**src/rtl/cfg_loader_pkg.sv**
```systemverilog
package cfg_loader_pkg;
  localparam int CTRL_W = 2;
  typedef enum logic [CTRL_W-1:0] {
    DST_REF  = 2'b00,
    DST_AB   = 2'b01,
    DST_FN   = 2'b10,
    DST_INIT = 2'b11
  } dst_e;
endpackage

```
**src/rtl/cfg_edge_sync.sv**
```systemverilog
module cfg_edge_sync #(
  parameter int N      = 3,
  parameter int STAGES = 2
) (
  input  logic         clk_i,
  input  logic         rst_ni,
  input  logic [N-1:0] async_i,
  output logic [N-1:0] lvl_o,
  output logic [N-1:0] rise_o
);
  for (genvar g = 0; g < N; g++) begin : g_ch
    logic [STAGES-1:0] sync_q;
    logic              prev_q;
    always_ff @(posedge clk_i or negedge rst_ni) begin
      if (!rst_ni) begin
        sync_q <= '0;
        prev_q <= 1'b0;
      end else begin
        sync_q <= {sync_q[STAGES-2:0], async_i[g]};
        prev_q <= sync_q[STAGES-1];
      end
    end
    assign lvl_o[g]  = sync_q[STAGES-1];
    assign rise_o[g] = sync_q[STAGES-1] & ~prev_q;
  end
endmodule

```
**src/rtl/cfg_shift_in.sv**
```systemverilog
module cfg_shift_in #(
  parameter int WORD_W = 24,
  parameter int CNT_W  = 6
) (
  input  logic              clk_i,
  input  logic              rst_ni,
  input  logic              shift_i,
  input  logic              bit_i,
  input  logic              clr_i,
  output logic [WORD_W-1:0] word_o,
  output logic [CNT_W-1:0]  cnt_o
);
  localparam logic [CNT_W-1:0] CNT_MAX = '1;

  always_ff @(posedge clk_i or negedge rst_ni) begin
    if (!rst_ni) begin
      word_o <= '0;
    end else if (shift_i) begin
      word_o <= {word_o[WORD_W-2:0], bit_i};
    end
  end

  // counts serial clocks since the last strobe, saturating
  always_ff @(posedge clk_i or negedge rst_ni) begin
    if (!rst_ni) begin
      cnt_o <= '0;
    end else if (clr_i) begin
      cnt_o <= '0;
    end else if (shift_i && cnt_o != CNT_MAX) begin
      cnt_o <= cnt_o + 1'b1;
    end
  end
endmodule

```
**src/rtl/cfg_latch_bank.sv**
```systemverilog
module cfg_latch_bank
  import cfg_loader_pkg::*;
#(
  parameter int WORD_W = 24,
  localparam int PAY_W = WORD_W - CTRL_W
) (
  input  logic              clk_i,
  input  logic              rst_ni,
  input  logic              load_i,
  input  logic              len_ok_i,
  input  logic [WORD_W-1:0] word_i,
  output logic [PAY_W-1:0]  ref_o,
  output logic [PAY_W-1:0]  ab_o,
  output logic [PAY_W-1:0]  fn_o,
  output logic [PAY_W-1:0]  init_o,
  output logic              len_err_o
);
  dst_e             dst;
  logic [PAY_W-1:0] pay;

  assign dst = dst_e'(word_i[CTRL_W-1:0]);
  assign pay = word_i[WORD_W-1:CTRL_W];

  always_ff @(posedge clk_i or negedge rst_ni) begin
    if (!rst_ni) begin
      ref_o     <= '0;
      ab_o      <= '0;
      fn_o      <= '0;
      init_o    <= '0;
      len_err_o <= 1'b0;
    end else if (load_i) begin
      len_err_o <= !len_ok_i;
      unique case (dst)
        DST_REF:  ref_o <= pay;
        DST_AB:   ab_o  <= pay;
        DST_FN:   fn_o  <= pay;
        DST_INIT: begin
          init_o <= pay;
          fn_o   <= pay;  // init write also refreshes function latch
        end
      endcase
    end
  end
endmodule

```
**src/rtl/cfg_serial_loader.sv**
```systemverilog
module cfg_serial_loader #(
  parameter int WORD_W      = 24,
  parameter int SYNC_STAGES = 2
) (
  input  logic                                     clk_i,
  input  logic                                     rst_ni,
  input  logic                                     sclk_i,
  input  logic                                     sdata_i,
  input  logic                                     sle_i,
  output logic [WORD_W-cfg_loader_pkg::CTRL_W-1:0] ref_lat_o,
  output logic [WORD_W-cfg_loader_pkg::CTRL_W-1:0] ab_lat_o,
  output logic [WORD_W-cfg_loader_pkg::CTRL_W-1:0] fn_lat_o,
  output logic [WORD_W-cfg_loader_pkg::CTRL_W-1:0] init_lat_o,
  output logic                                     len_err_o
);
  localparam int CNT_W = $clog2(WORD_W + 1) + 1;
  localparam int SCLK = 0, SDAT = 1, SLE = 2;

  logic [2:0]        lvl, rise;
  logic              sclk_rise, le_rise, data_lvl;
  logic [WORD_W-1:0] word;
  logic [CNT_W-1:0]  cnt;
  logic              unused_sync;

  cfg_edge_sync #(.N(3), .STAGES(SYNC_STAGES)) u_sync (
    .clk_i, .rst_ni,
    .async_i({sle_i, sdata_i, sclk_i}),
    .lvl_o(lvl), .rise_o(rise)
  );

  assign sclk_rise   = rise[SCLK];
  assign le_rise     = rise[SLE];
  assign data_lvl    = lvl[SDAT];
  assign unused_sync = ^{lvl[SCLK], lvl[SLE], rise[SDAT]};

  cfg_shift_in #(.WORD_W(WORD_W), .CNT_W(CNT_W)) u_shift (
    .clk_i, .rst_ni,
    .shift_i(sclk_rise), .bit_i(data_lvl), .clr_i(le_rise),
    .word_o(word), .cnt_o(cnt)
  );

  cfg_latch_bank #(.WORD_W(WORD_W)) u_bank (
    .clk_i, .rst_ni,
    .load_i(le_rise),
    .len_ok_i(cnt == CNT_W'(WORD_W)),
    .word_i(word),
    .ref_o(ref_lat_o), .ab_o(ab_lat_o), .fn_o(fn_lat_o), .init_o(init_lat_o),
    .len_err_o(len_err_o)
  );
endmodule

```
**config.mk**
```make
export PLATFORM = sky130hd
export DESIGN_NAME = cfg_serial_loader
export DESIGN_NICKNAME = d
export VERILOG_FILES = /design/src/rtl/cfg_loader_pkg.sv /design/src/rtl/cfg_edge_sync.sv /design/src/rtl/cfg_shift_in.sv /design/src/rtl/cfg_latch_bank.sv /design/src/rtl/cfg_serial_loader.sv
export SDC_FILE = /design/constraint.sdc
export NUM_CORES = 1
export LEC_CHECK = 0
export ABC_AREA = 1
export CAP_MARGIN = 0
export CORE_ASPECT_RATIO = 1.75
export CORE_MARGIN = 1
export CORE_UTILIZATION = 50
export DETAILED_ROUTE_END_ITERATION = 16
export PLACE_DENSITY_LB_ADDON = 0.25
export REMOVE_ABC_BUFFERS = 1
export SYNTH_ARGS = -nofsm -noshare
export SYNTH_HDL_FRONTEND = slang
export SYNTH_HIERARCHICAL = 1
export SYNTH_SLANG_ARGS = --single-unit
```
**constraint.sdc**
```tcl
create_clock -name clk_i -period 1.6 [get_ports clk_i]
set_input_delay 0.16 -clock clk_i [delete_from_list [all_inputs] [get_ports clk_i]]
set_output_delay 0.16 -clock clk_i [all_outputs]
set_load 0.005 [all_outputs]
```
Yosys cells after proc, flatten, opt, wreduce, memory -nomap -nowiden
Index checks and enable logic that the tools add are counted.
W data, S select, Z words.
Storage, ports and cells
  logic and storage cells: 33
  output and inout bits: 89
  register bits after elaboration: 127
  bits of input ports: 5
Cells by class
  muxes and demuxes: 2
  bitwise logic cells: 4
  equality and inequality tests: 5
  add/sub/neg operators: 1
  reductions and logical operators: 9
Operators with widths (number)
  $mux W6: 2
  $reduce_and A2 Y1: 4
  $add A6 B1 Y6 const B: 1
  $eq A6 B5 Y1 const B: 1
  $ne A6 B6 Y1 const B: 1
  $eq A2 B2 Y1 const B: 2
  $and A1 B1 Y1: 2
  $eq A2 B1 Y1 const B: 1
  $logic_not A2 Y1: 1
  $not A1 Y1: 2
  $reduce_bool A2 Y1: 1
  $reduce_or A2 Y1: 1
  $logic_and A1 B1 Y1: 1
  $logic_not A1 Y1: 1

Longest topological paths before layout
Gate-level depths: netlist of the first run.
  depth in word-level cells: 5
  mapped depth: 8
  mapped depth without buffers: 8

Hierarchy
Netlist of the first run, hierarchy kept.
Modules (own cells, without submodules)
  cfg_latch_bank: sequential area each 2227.1 um2, area an instance 3614.7 um2, instances 1, cells an instance 391
  cfg_shift_in: sequential area each 750.7 um2, area an instance 1242.4 um2, instances 1, cells an instance 135
  cfg_edge_sync: sequential area each 225.2 um2, area an instance 277.8 um2, instances 1, cells an instance 18
  cfg_serial_loader: sequential area each 0.0 um2, area an instance 25.0 um2, instances 1, cells an instance 6

Least setup slack after synthesis of the first run
Ideal clock, no wire load.
  path kind: reg2reg
  start: reg u_sync.g_ch[2].sync_q[1]
  end: reg u_bank.init_o[10]
  cell stages (with the launch flop): 9
  required time: 1535 ps
  arrival time: 1154 ps
  setup time: 65 ps
  setup slack: 381 ps
  period minus slack after synthesis: 1219 ps
  path buffers: 2
  path through: dfrtp_1 inv_1 nor2_2 buf_4 nand2_4 nor2_4 buf_6 nand2_1 nand2_1
On the way
  cells in the longest elaborated chain, start to end: 2
Ends and longest elaborated chain
  start, declared: RTL line cfg_edge_sync.sv:12  | logic [STAGES-1:0] sync_q;
  start signal, assigned: RTL line cfg_edge_sync.sv:19  | sync_q <= {sync_q[STAGES-2:0], async_i[g]};
  $and A1 B1 Y1: RTL line cfg_edge_sync.sv:24  | assign rise_o[g] = sync_q[STAGES-1] & ~prev_q;
  net rise[2]: RTL line cfg_serial_loader.sv:19  | logic [2:0] lvl, rise;
  $reduce_and A2 Y1 (no line)
  end signal, assigned: RTL line cfg_latch_bank.sv:38  | init_o <= pay;
  end, declared: RTL line cfg_latch_bank.sv:15  | output logic [PAY_W-1:0] init_o,
The timed path passes the listed nets, and every way through them passes these cells.
A chain may end at the register's enable or synchronous reset.

Worst setup path in the final report of the first run
  start: reg u_bank.ref_o[13]
  end: out ref_lat_o[13] (netlist bit)
RTL lines
  start, declared: RTL line cfg_latch_bank.sv:12  | output logic [PAY_W-1:0] ref_o,
  start signal, assigned: RTL line cfg_latch_bank.sv:34  | DST_REF: ref_o <= pay;
  end, declared: RTL line cfg_serial_loader.sv:10  | output logic [WORD_W-cfg_loader_pkg::CTRL_W-1:0] ref_lat_o,
No word-level cell between the ends.

==> flow_summary.yaml, run 1 <==
die:
  num_io_pins: 94
  fp-row-count: 48
  initial_core_util_pct: 51.6
  core_mm2: 0.00991
  die_w_um: 78.4
  die_area_mm2: 0.0106
  fp.dieH_um: 136
timing:
  skew_ps: 6.07
  hold_violations: 0
  relSlewSlack_pct: 65.4
  maxSlewViolCount: 0
  min_period_ps: 1470
  finalSetupViolations: 0
  rsz0062_at_grt: "no"
  post-route-period-util_pct: 91.9
  fmax_mhz: 680
  max_slew.worst_pin.slew_ps: 517
drt:
  drc: 0
  drt_pass1_iterations: 5
  antenna_left: 0
  avgViaCountPerCell: 5.29
  wire_per_inst_um: 15.8
  drt-total-wl_um: 12400
  via_count: 4137
  drt_iter0_drc: 245
placement:
  io_buffers: 93
  place_congestion: 0.808
  dpl.hpwl_um: 8170
  dpl_cell_area_mm2: 0.00618
worst_setup_path:
  crit_slowest_cell: "clkdlybuf4s50_1"
  worstPathCellList: "clkdlybuf4s50_1"
  required_ps: 1440
  critPathLaunchType: "flip-flop"
  cp_num_buf_inv: 1
  end_kind: "output port"
  path_delay_family: "buffers and inverters"
  cp.arrival_ps: 1310
  crit_fanout: 2
  slowest_delay_ps: 520
  crit_type: "flip-flop to output port"
power:
  p_switching_mw: 3.36
  p_per_area_mw_per_mm2: 1800
  power.share.combinational_pct: 27.0
  power_frac_clock_pct: 31.8
  power_mw: 12.2
  intPower_mw: 8.89
  p_seq_share_pct: 41.2
  p_sw_share_pct: 27.4
  ir_worst_vdd_mv: 1.27
  leakagePower_nw: 3.38
synthesis:
  syn_area_mm2: 0.00511
  avgSynthCellArea_um2: 9.38
  synth.yosys.warnings: 6
  synth_cells: 545
layout:
  fin_util_pct: 68.7
  fin_area_mm2: 0.00681
  syn2layout_area_growth_pct: 33.2
  antenna_cells: 0
  layout_common_cells: "nand2_1, dfrtp_1, clkdlybuf4s50_1"
  drive_above_1_share_pct: 10.4
  final_net_count: 652
  final_common_cell: "nand2_1"
global_route:
  grt_max_degree: 64
  grt_usage_pct: 25.5
  grt_pass1_vias: 4095
  antenna_found_initial: 0
  grt_pass1_wl_um: 20200
  grt_remaining_overflow: 0
clock_tree:
  cts_tree: "built"
  clockRootBuffer: "clkbuf_16"
  htreeDepth: 4
  clk_latency_ps: 410
  cts_made_buffers: 17
  cts.clk_slew.worst_paths_ps: 50
  cts_sinks: 127
  cts_setup_buffers: 0
  clockBufferDepth: 2
worst_hold_path:
  hp-class: "primary input to async pin"
run:
  max_cap_violations: 0
status:
  status: "complete, no violations"
[metal layers]
| layer | vias to the layer above | wire [µm] | track usage (%) |
|---|---|---|---|
| li1 | 1941 | - | - |
| met1 | 2035 | 4720 | 29.2 |
| met2 | 137 | 6850 | 45.9 |
| met3 | 24 | 528 | 5.05 |
| met4 | 0 | 252 | 10.5 |
| met5 | - | 0 | 0 |
[power by group through the flow]
stage / Clock [mW] / Combinational, mW / Sequential [mW]
after floorplan: 0 / 0.962 / 5.03
after global placement: 0 / 3.23 / 5.06
after detailed placement: 0 / 3.31 / 5.09
after CTS: 3.96 / 3.35 / 5.06
after global routing: 4.10 / 3.66 / 5.17
final: 3.89 / 3.30 / 5.05
[through the flow]
stage / worst slack [ps] / hold slack [ps] / cells / TNS, ps
2_1_floorplan: -1330 / -136 / 511 / -113860
5_1_grt: 42.3 / 111 / 782 / 0
3_5_place_dp: 147 / -1.58 / 751 / 0
4_1_cts: 86.4 / 108 / 782 / 0
3_3_place_gp: 174 / -3.40 / 751 / 0
6_report: 129 / 115 / 782 / 0
[what timing repair did]
action	in CTS	in global routing
gates resized for setup	0	1
hold endpoints to repair	127	0
hold buffers	1	0
setup endpoints to repair	0	1
[sequential cells by signal (all words and copies together) (netlist names)]
name	cells
u_shift/word_o	24
u_bank/ab_o	22
u_bank/fn_o	22
u_bank/init_o	22
u_bank/ref_o	22
u_shift/cnt_o	6
u_sync/g_ch.sync_q	6
u_sync/g_ch.prev_q	2
u_bank/len_err_o	1
[final cells by class]
type | instances | area [µm²]
sequential | 127 | 3180
inverter | 23 | 86.3
timing repair buffer | 116 | 1160
fill | 778 | 3100
multi-input combinational | 361 | 1620
clock inverter | 5 | 103
tap | 125 | 156
clock buffer | 25 | 505
[final timing paths]
path	from	end	slack [ps]	cells after the start
hold / removal	rst_ni	u_bank/fn_o[6]$_DFFE_PN0P_	110	2
min in group clk_i	sclk_i	u_sync/g_ch[0].sync_q[0]$_DFF_PN0_	190	1
setup / recovery	u_bank/ref_o[13]$_DFFE_PN0P_	ref_lat_o[13]	130	1
max in group asynchronous	rst_ni	u_bank/ref_o[15]$_DFFE_PN0P_	940	3
hold reg to reg	u_sync/g_ch[0].sync_q[0]$_DFF_PN0_	u_sync/g_ch[0].sync_q[1]$_DFF_PN0_	350	0
setup reg to reg	u_shift/word_o[1]$_DFFE_PN0P_	u_bank/init_o[16]$_DFFE_PN0P_	160	4
(Power assumes the default switching activity.)
==> run 2: changes to the inputs <==
==> constraint.sdc (replaced) <==
create_clock -name clk_i -period 1.42 [get_ports clk_i]
set_input_delay 0.142 -clock clk_i [delete_from_list [all_inputs] [get_ports clk_i]]
set_output_delay 0.142 -clock clk_i [all_outputs]
set_load 0.005 [all_outputs]
==> flow_summary.yaml, run 2 (same netlist as run 1, synthesis figures left out) <==
layout:
  layout_common_cells: "nand2_1, dfrtp_1, dlygate4sd2_1"
  final.fill_count: 765
  largest_reg_flops: 24
  final_net_count: 683
  multi_input_area_mm2: 0.00163
  drive_above_1_share_pct: 14.5
  seqCellArea_mm2: 0.00318
  antenna_cells: 0
  syn2layout_area_growth_pct: 36.1
  final_common_cell: "nand2_1"
  regMostFlops: "u_shift/word_o"
  fin_util_pct: 70.2
clock_tree:
  cts.clk_slew.worst_paths_ps: 50
  cts_sinks: 127
  clockBufferDepth: 2
  cts_made_buffers: 17
  clk_latency_ps: 420
  clockRootBuffer: "clkbuf_16"
  cts_tree: "built"
  htreeDepth: 4
placement:
  io_buffers: 93
  dpl.hpwl_um: 8250
  place_congestion: 0.835
worst_setup_path:
  r2r_end: "u_shift/cnt_o[3]$_DFFE_PN0P_"
  required_ps: 1730
  reg2reg_slack_ps: 60
  ff2ff_path_depth: 8
  cp.arrival_ps: 1670
  crit_type: "flip-flop to flip-flop"
  crit_fanout: 7
  critPathLaunchType: "flip-flop"
  end_kind: "flip-flop"
  reg2reg_from: "u_shift/cnt_o[0]$_DFFE_PN0P_"
status:
  status: "complete, no violations"
power:
  power_mw: 13.3
  power_frac_clock_pct: 30.2
  ir_worst_vdd_mv: 1.03
  leakagePower_nw: 4.03
  p_sw_share_pct: 30.0
  p_switching_mw: 3.99
  p_per_area_mw_per_mm2: 1910
  p_seq_share_pct: 42.6
  power.share.combinational_pct: 27.2
  intPower_mw: 9.28
die:
  fp.dieH_um: 136
  fp-row-count: 48
  initial_core_util_pct: 51.6
  die_area_mm2: 0.0106
  die_w_um: 78.4
  core_mm2: 0.00991
  num_io_pins: 94
timing:
  skew_ps: 6.59
  relSlewSlack_pct: 68.2
  post-route-period-util_pct: 96.1
  finalSetupTns_ps: 0
  finalSetupViolations: 0
  holdWs_ps: 161
  max_slew.worst_pin.slew_ps: 477
  hold_violations: 0
  rsz0062_at_grt: "yes"
  fmax_mhz: 733
  maxSlewViolCount: 0
  min_period_ps: 1360
drt:
  via_count: 4402
  wl_met3_um: 738
  drc: 0
  avgViaCountPerCell: 5.41
  drt-total-wl_um: 13400
  antenna_left: 0
  drt_iter0_drc: 317
  drt_pass1_iterations: 6
  wl_met2_um: 7390
  top_layer: "met4"
  drt-met1-wl_um: 5000
  wire_per_inst_um: 16.5
run:
  max_cap_violations: 0
global_route:
  grt_pass1_vias: 4212
  antenna_found_initial: 0
  grt_max_degree: 69
  grt_remaining_overflow: 0
  grt_pass1_wl_um: 21100
  grt_usage_pct: 26.7
worst_hold_path:
  whs_path_depth: 1
  min_to: "u_sync/g_ch[1].sync_q[0]$_DFF_PN0_"
  hp-class: "primary input to flip-flop"
  worstHoldStart: "sdata_i"
==> run 2: critical path, stage by stage, from the launching register on <==
cell and delay [ps]:
dfrtp_1 400, ha_1 220, nand2_2 90, inv_2 80
nand3_2 100, nand2_2 160, nand2_2 80, nand2_1 80
nand2_1 50
==> run 2: metrics by stage <==
stage	instances	setup slack (ps)	area, µm²
floorplan	511	-1510	4870
detailed placement	753	31.4	6190
global placement	753	69.8	6190
CTS	801	0.0854	6790
finish	813	55.3	6960
global route	813	-28.9	6960
==> run 2: layout make-up <==
type                            instances  area share (%)
Clock inverter                          7           0.899
Inverter                               23            1.24
Tap cell                              125            2.25
Clock buffer                           23            6.87
Sequential cell                       127            45.7
Timing Repair Buffer                  147            19.7
Multi-Input combinational cell        361            23.4
==> run 2: worst max-delay path by stage <==
stage / startpoint / cells past startpoint / to / slack (ps)
final: u_shift/cnt_o[0]$_DFFE_PN0P_ / 8 / u_shift/cnt_o[3]$_DFFE_PN0P_ / 60
after global routing: u_sync/g_ch[2].sync_q[1]$_DFF_PN0_ / 6 / u_bank/ab_o[17]$_DFFE_PN0P_ / -30
after CTS: u_bank/fn_o[21]$_DFFE_PN0P_ / 1 / fn_lat_o[21] / 0.09
after detailed placement: u_shift/word_o[0]$_DFFE_PN0P_ / 4 / u_bank/ref_o[15]$_DFFE_PN0P_ / 30
after global placement: u_shift/word_o[0]$_DFFE_PN0P_ / 4 / u_bank/ref_o[19]$_DFFE_PN0P_ / 70
after floorplan: u_sync/g_ch[2].prev_q$_DFF_PN0_ / 4 / u_bank/init_o[0]$_DFFE_PN0P_ / -1510
==> run 2: what timing repair did <==
item | CTS | global route
endpoints found under the setup margin | 69 | 74
pin swaps | 0 | 2
gates resized for setup | 62 | 30
buffers inserted | 17 | 12
hold buffers | 1 | 0
hold endpoints to repair | 127 | 0
==> run 2: layer usage <==
metal / vias to the layer above / GRT usage, %
li1: 2001 / -
met1: 2188 / 30.2
met2: 184 / 47.8
met3: 29 / 6.80
met4: 0 / 10.5
met5: - / 0
==> run 2: power by group through the flow <==
stage	combinational [mW]	clock (mW)	sequential, mW
global route	3.96	4.22	5.78
global placement	3.63	0	5.73
CTS	3.54	4.05	5.66
finish	3.61	4.01	5.65
floorplan	1.08	0	5.67
detailed placement	3.73	0	5.74
==> run 3: changes to the inputs <==
--- a/config.mk
+++ b/config.mk
@@ -8,11 +8,12 @@
 export ABC_AREA = 1
 export CAP_MARGIN = 0
 export CORE_ASPECT_RATIO = 1.75
-export CORE_MARGIN = 1
+export CORE_MARGIN = 1.5
 export CORE_UTILIZATION = 50
 export DETAILED_ROUTE_END_ITERATION = 16
 export PLACE_DENSITY_LB_ADDON = 0.25
 export REMOVE_ABC_BUFFERS = 1
+export SLEW_MARGIN = 20
 export SYNTH_ARGS = -nofsm -noshare
 export SYNTH_HDL_FRONTEND = slang
 export SYNTH_HIERARCHICAL = 1
==> flow_summary.yaml, run 3 (same netlist as run 1, synthesis figures left out) <==
status:
  status: "complete, no violations"
layout:
  finalNonFillerCells: 807
  regMostFlops: "u_shift/word_o"
  syn2layout_area_growth_pct: 36.7
  fin_area_mm2: 0.00698
  final.fill_count: 771
  layout_common_cells: "nand2_1, dfrtp_1, dlygate4sd2_1"
  antenna_cells: 0
  seqCellArea_mm2: 0.00318
  final_common_cell: "nand2_1"
  drive_above_1_share_pct: 13.6
  final_net_count: 676
  multi_input_area_mm2: 0.00163
  largest_reg_flops: 24
worst_setup_path:
  crit_type: "flip-flop to flip-flop"
  ff2ff_path_depth: 7
  critPathLaunchType: "flip-flop"
  crit_fanout: 14
  required_ps: 1720
  reg2reg_slack_ps: 60
  cp.arrival_ps: 1660
  reg2reg_from: "u_sync/g_ch[2].sync_q[1]$_DFF_PN0_"
  slowest_delay_ps: 340
  crit_slowest_cell: "dfrtp_1"
  worstPathCellList: "inv_1 > nor2_4 > buf_4 > nand3_2 > buf_4 > nand2_1 > nand2_1"
  r2r_end: "u_bank/ab_o[13]$_DFFE_PN0P_"
  end_kind: "flip-flop"
  crit_start: "u_sync/g_ch[2].sync_q[1]$_DFF_PN0_"
placement:
  place_congestion: 0.784
  dpl.hpwl_um: 8670
  io_buffers: 93
  dpl_cell_area_mm2: 0.00623
  placed_cells: 757
power:
  intPower_mw: 9.54
  leakagePower_nw: 4.10
  power_mw: 13.5
  p_per_area_mw_per_mm2: 1930
  power_frac_clock_pct: 32.1
  p_sw_share_pct: 29.2
  p_switching_mw: 3.93
  p_seq_share_pct: 41.8
  ir_worst_vdd_mv: 1.19
  power.share.combinational_pct: 26.2
timing:
  max_slew.worst_pin.slew_ps: 411
  min_period_ps: 1360
  relSlewSlack_pct: 72.6
  post-route-period-util_pct: 95.8
  maxSlewViolCount: 0
  finalSetupTns_ps: 0
  skew_ps: 7.45
  hold_violations: 0
  finalSetupViolations: 0
  fmax_mhz: 735
  holdWs_ps: 166
die:
  core_mm2: 0.00991
  fp-row-count: 48
  initial_core_util_pct: 51.6
  num_io_pins: 94
  die_w_um: 79.4
  die_area_mm2: 0.0109
  fp.dieH_um: 137
drt:
  drt-total-wl_um: 13400
  via_count: 4330
  antenna_left: 0
  avgViaCountPerCell: 5.37
  drt_pass1_iterations: 5
  drt_iter0_drc: 359
  drc: 0
  wire_per_inst_um: 16.6
worst_hold_path:
  min_to: "u_sync/g_ch[1].sync_q[0]$_DFF_PN0_"
  whs_path_depth: 1
  worstHoldStart: "sdata_i"
  hp-class: "primary input to flip-flop"
clock_tree:
  cts_made_buffers: 17
  cts_sinks: 127
  cts_tree: "built"
  clk_latency_ps: 420
  clockRootBuffer: "clkbuf_16"
  htreeDepth: 4
  clockBufferDepth: 2
  cts.clk_slew.worst_paths_ps: 50
global_route:
  grt_usage_pct: 26.6
  grt_pass1_vias: 4350
  antenna_found_initial: 0
  grt_remaining_overflow: 0
  grt_max_degree: 34
  grt_pass1_wl_um: 21500
run:
  max_cap_violations: 0
## run 3: worst max-delay path: cells and delay by family, from the launching register on
family        cells  cell delay, ps
flops             1             340
simple gates      4             440
buf+inv           3             460
## run 3: final cells by class
class | count | share of cell area, %
sequential | 127 | 45.5
multi-input combinational | 361 | 23.3
timing repair buffer | 140 | 19.4
clock buffer | 24 | 6.75
tap | 125 | 2.24
clock inverter | 7 | 1.58
inverter | 23 | 1.24
## run 3: what timing repair did
action / CTS / global route
hold buffers: 1 / 0
endpoints found under the hold margin: 70 / 0
setup buffers: 13 / 5
gates resized for setup: 55 / 37
pin swaps: 0 / 1
endpoints found under the setup margin: 65 / 88
gates cloned: 0 / 0
## run 3: how the worst max path moves through the flow
stage	endpoint	slack [ps]	cells past startpoint
finish	u_bank/ab_o[13]$_DFFE_PN0P_	60	7
global route	u_bank/ab_o[13]$_DFFE_PN0P_	-10	7
CTS	fn_lat_o[6]	0.9	1
detailed placement	u_bank/ref_o[13]$_DFFE_PN0P_	50	4
global placement	u_bank/init_o[14]$_DFFE_PN0P_	120	6
floorplan	u_bank/init_o[0]$_DFFE_PN0P_	-1510	4
## run 3: stage by stage
| stage | utilization, % | setup WS (ps) |
|---|---|---|
| floorplan | - | -1510 |
| global placement | 62.9 | 124 |
| detailed placement | 62.9 | 48.7 |
| CTS | 69.2 | 0.871 |
| global route | 70.5 | -11.0 |
| finish | 70.5 | 60.1 |
## run 3: layer usage
metal	vias up	share of wire, %	GRT usage [%]
met1	2125	37	30.6
met3	31	5.5	7.20
met4	0	2.8	13.7
li1	1994	-	-
met5	-	0	0
met2	180	54	44.9
## run 3: power groups by stage
| stage | Combinational, mW | Sequential, mW | Clock (mW) |
|---|---|---|---|
| final | 3.53 | 5.63 | 4.32 |
| after global placement | 3.65 | 5.71 | 0 |
| after detailed placement | 3.78 | 5.72 | 0 |
| after CTS | 3.63 | 5.64 | 4.35 |
| after global routing | 3.93 | 5.76 | 4.54 |
| after floorplan | 1.08 | 5.67 | 0 |
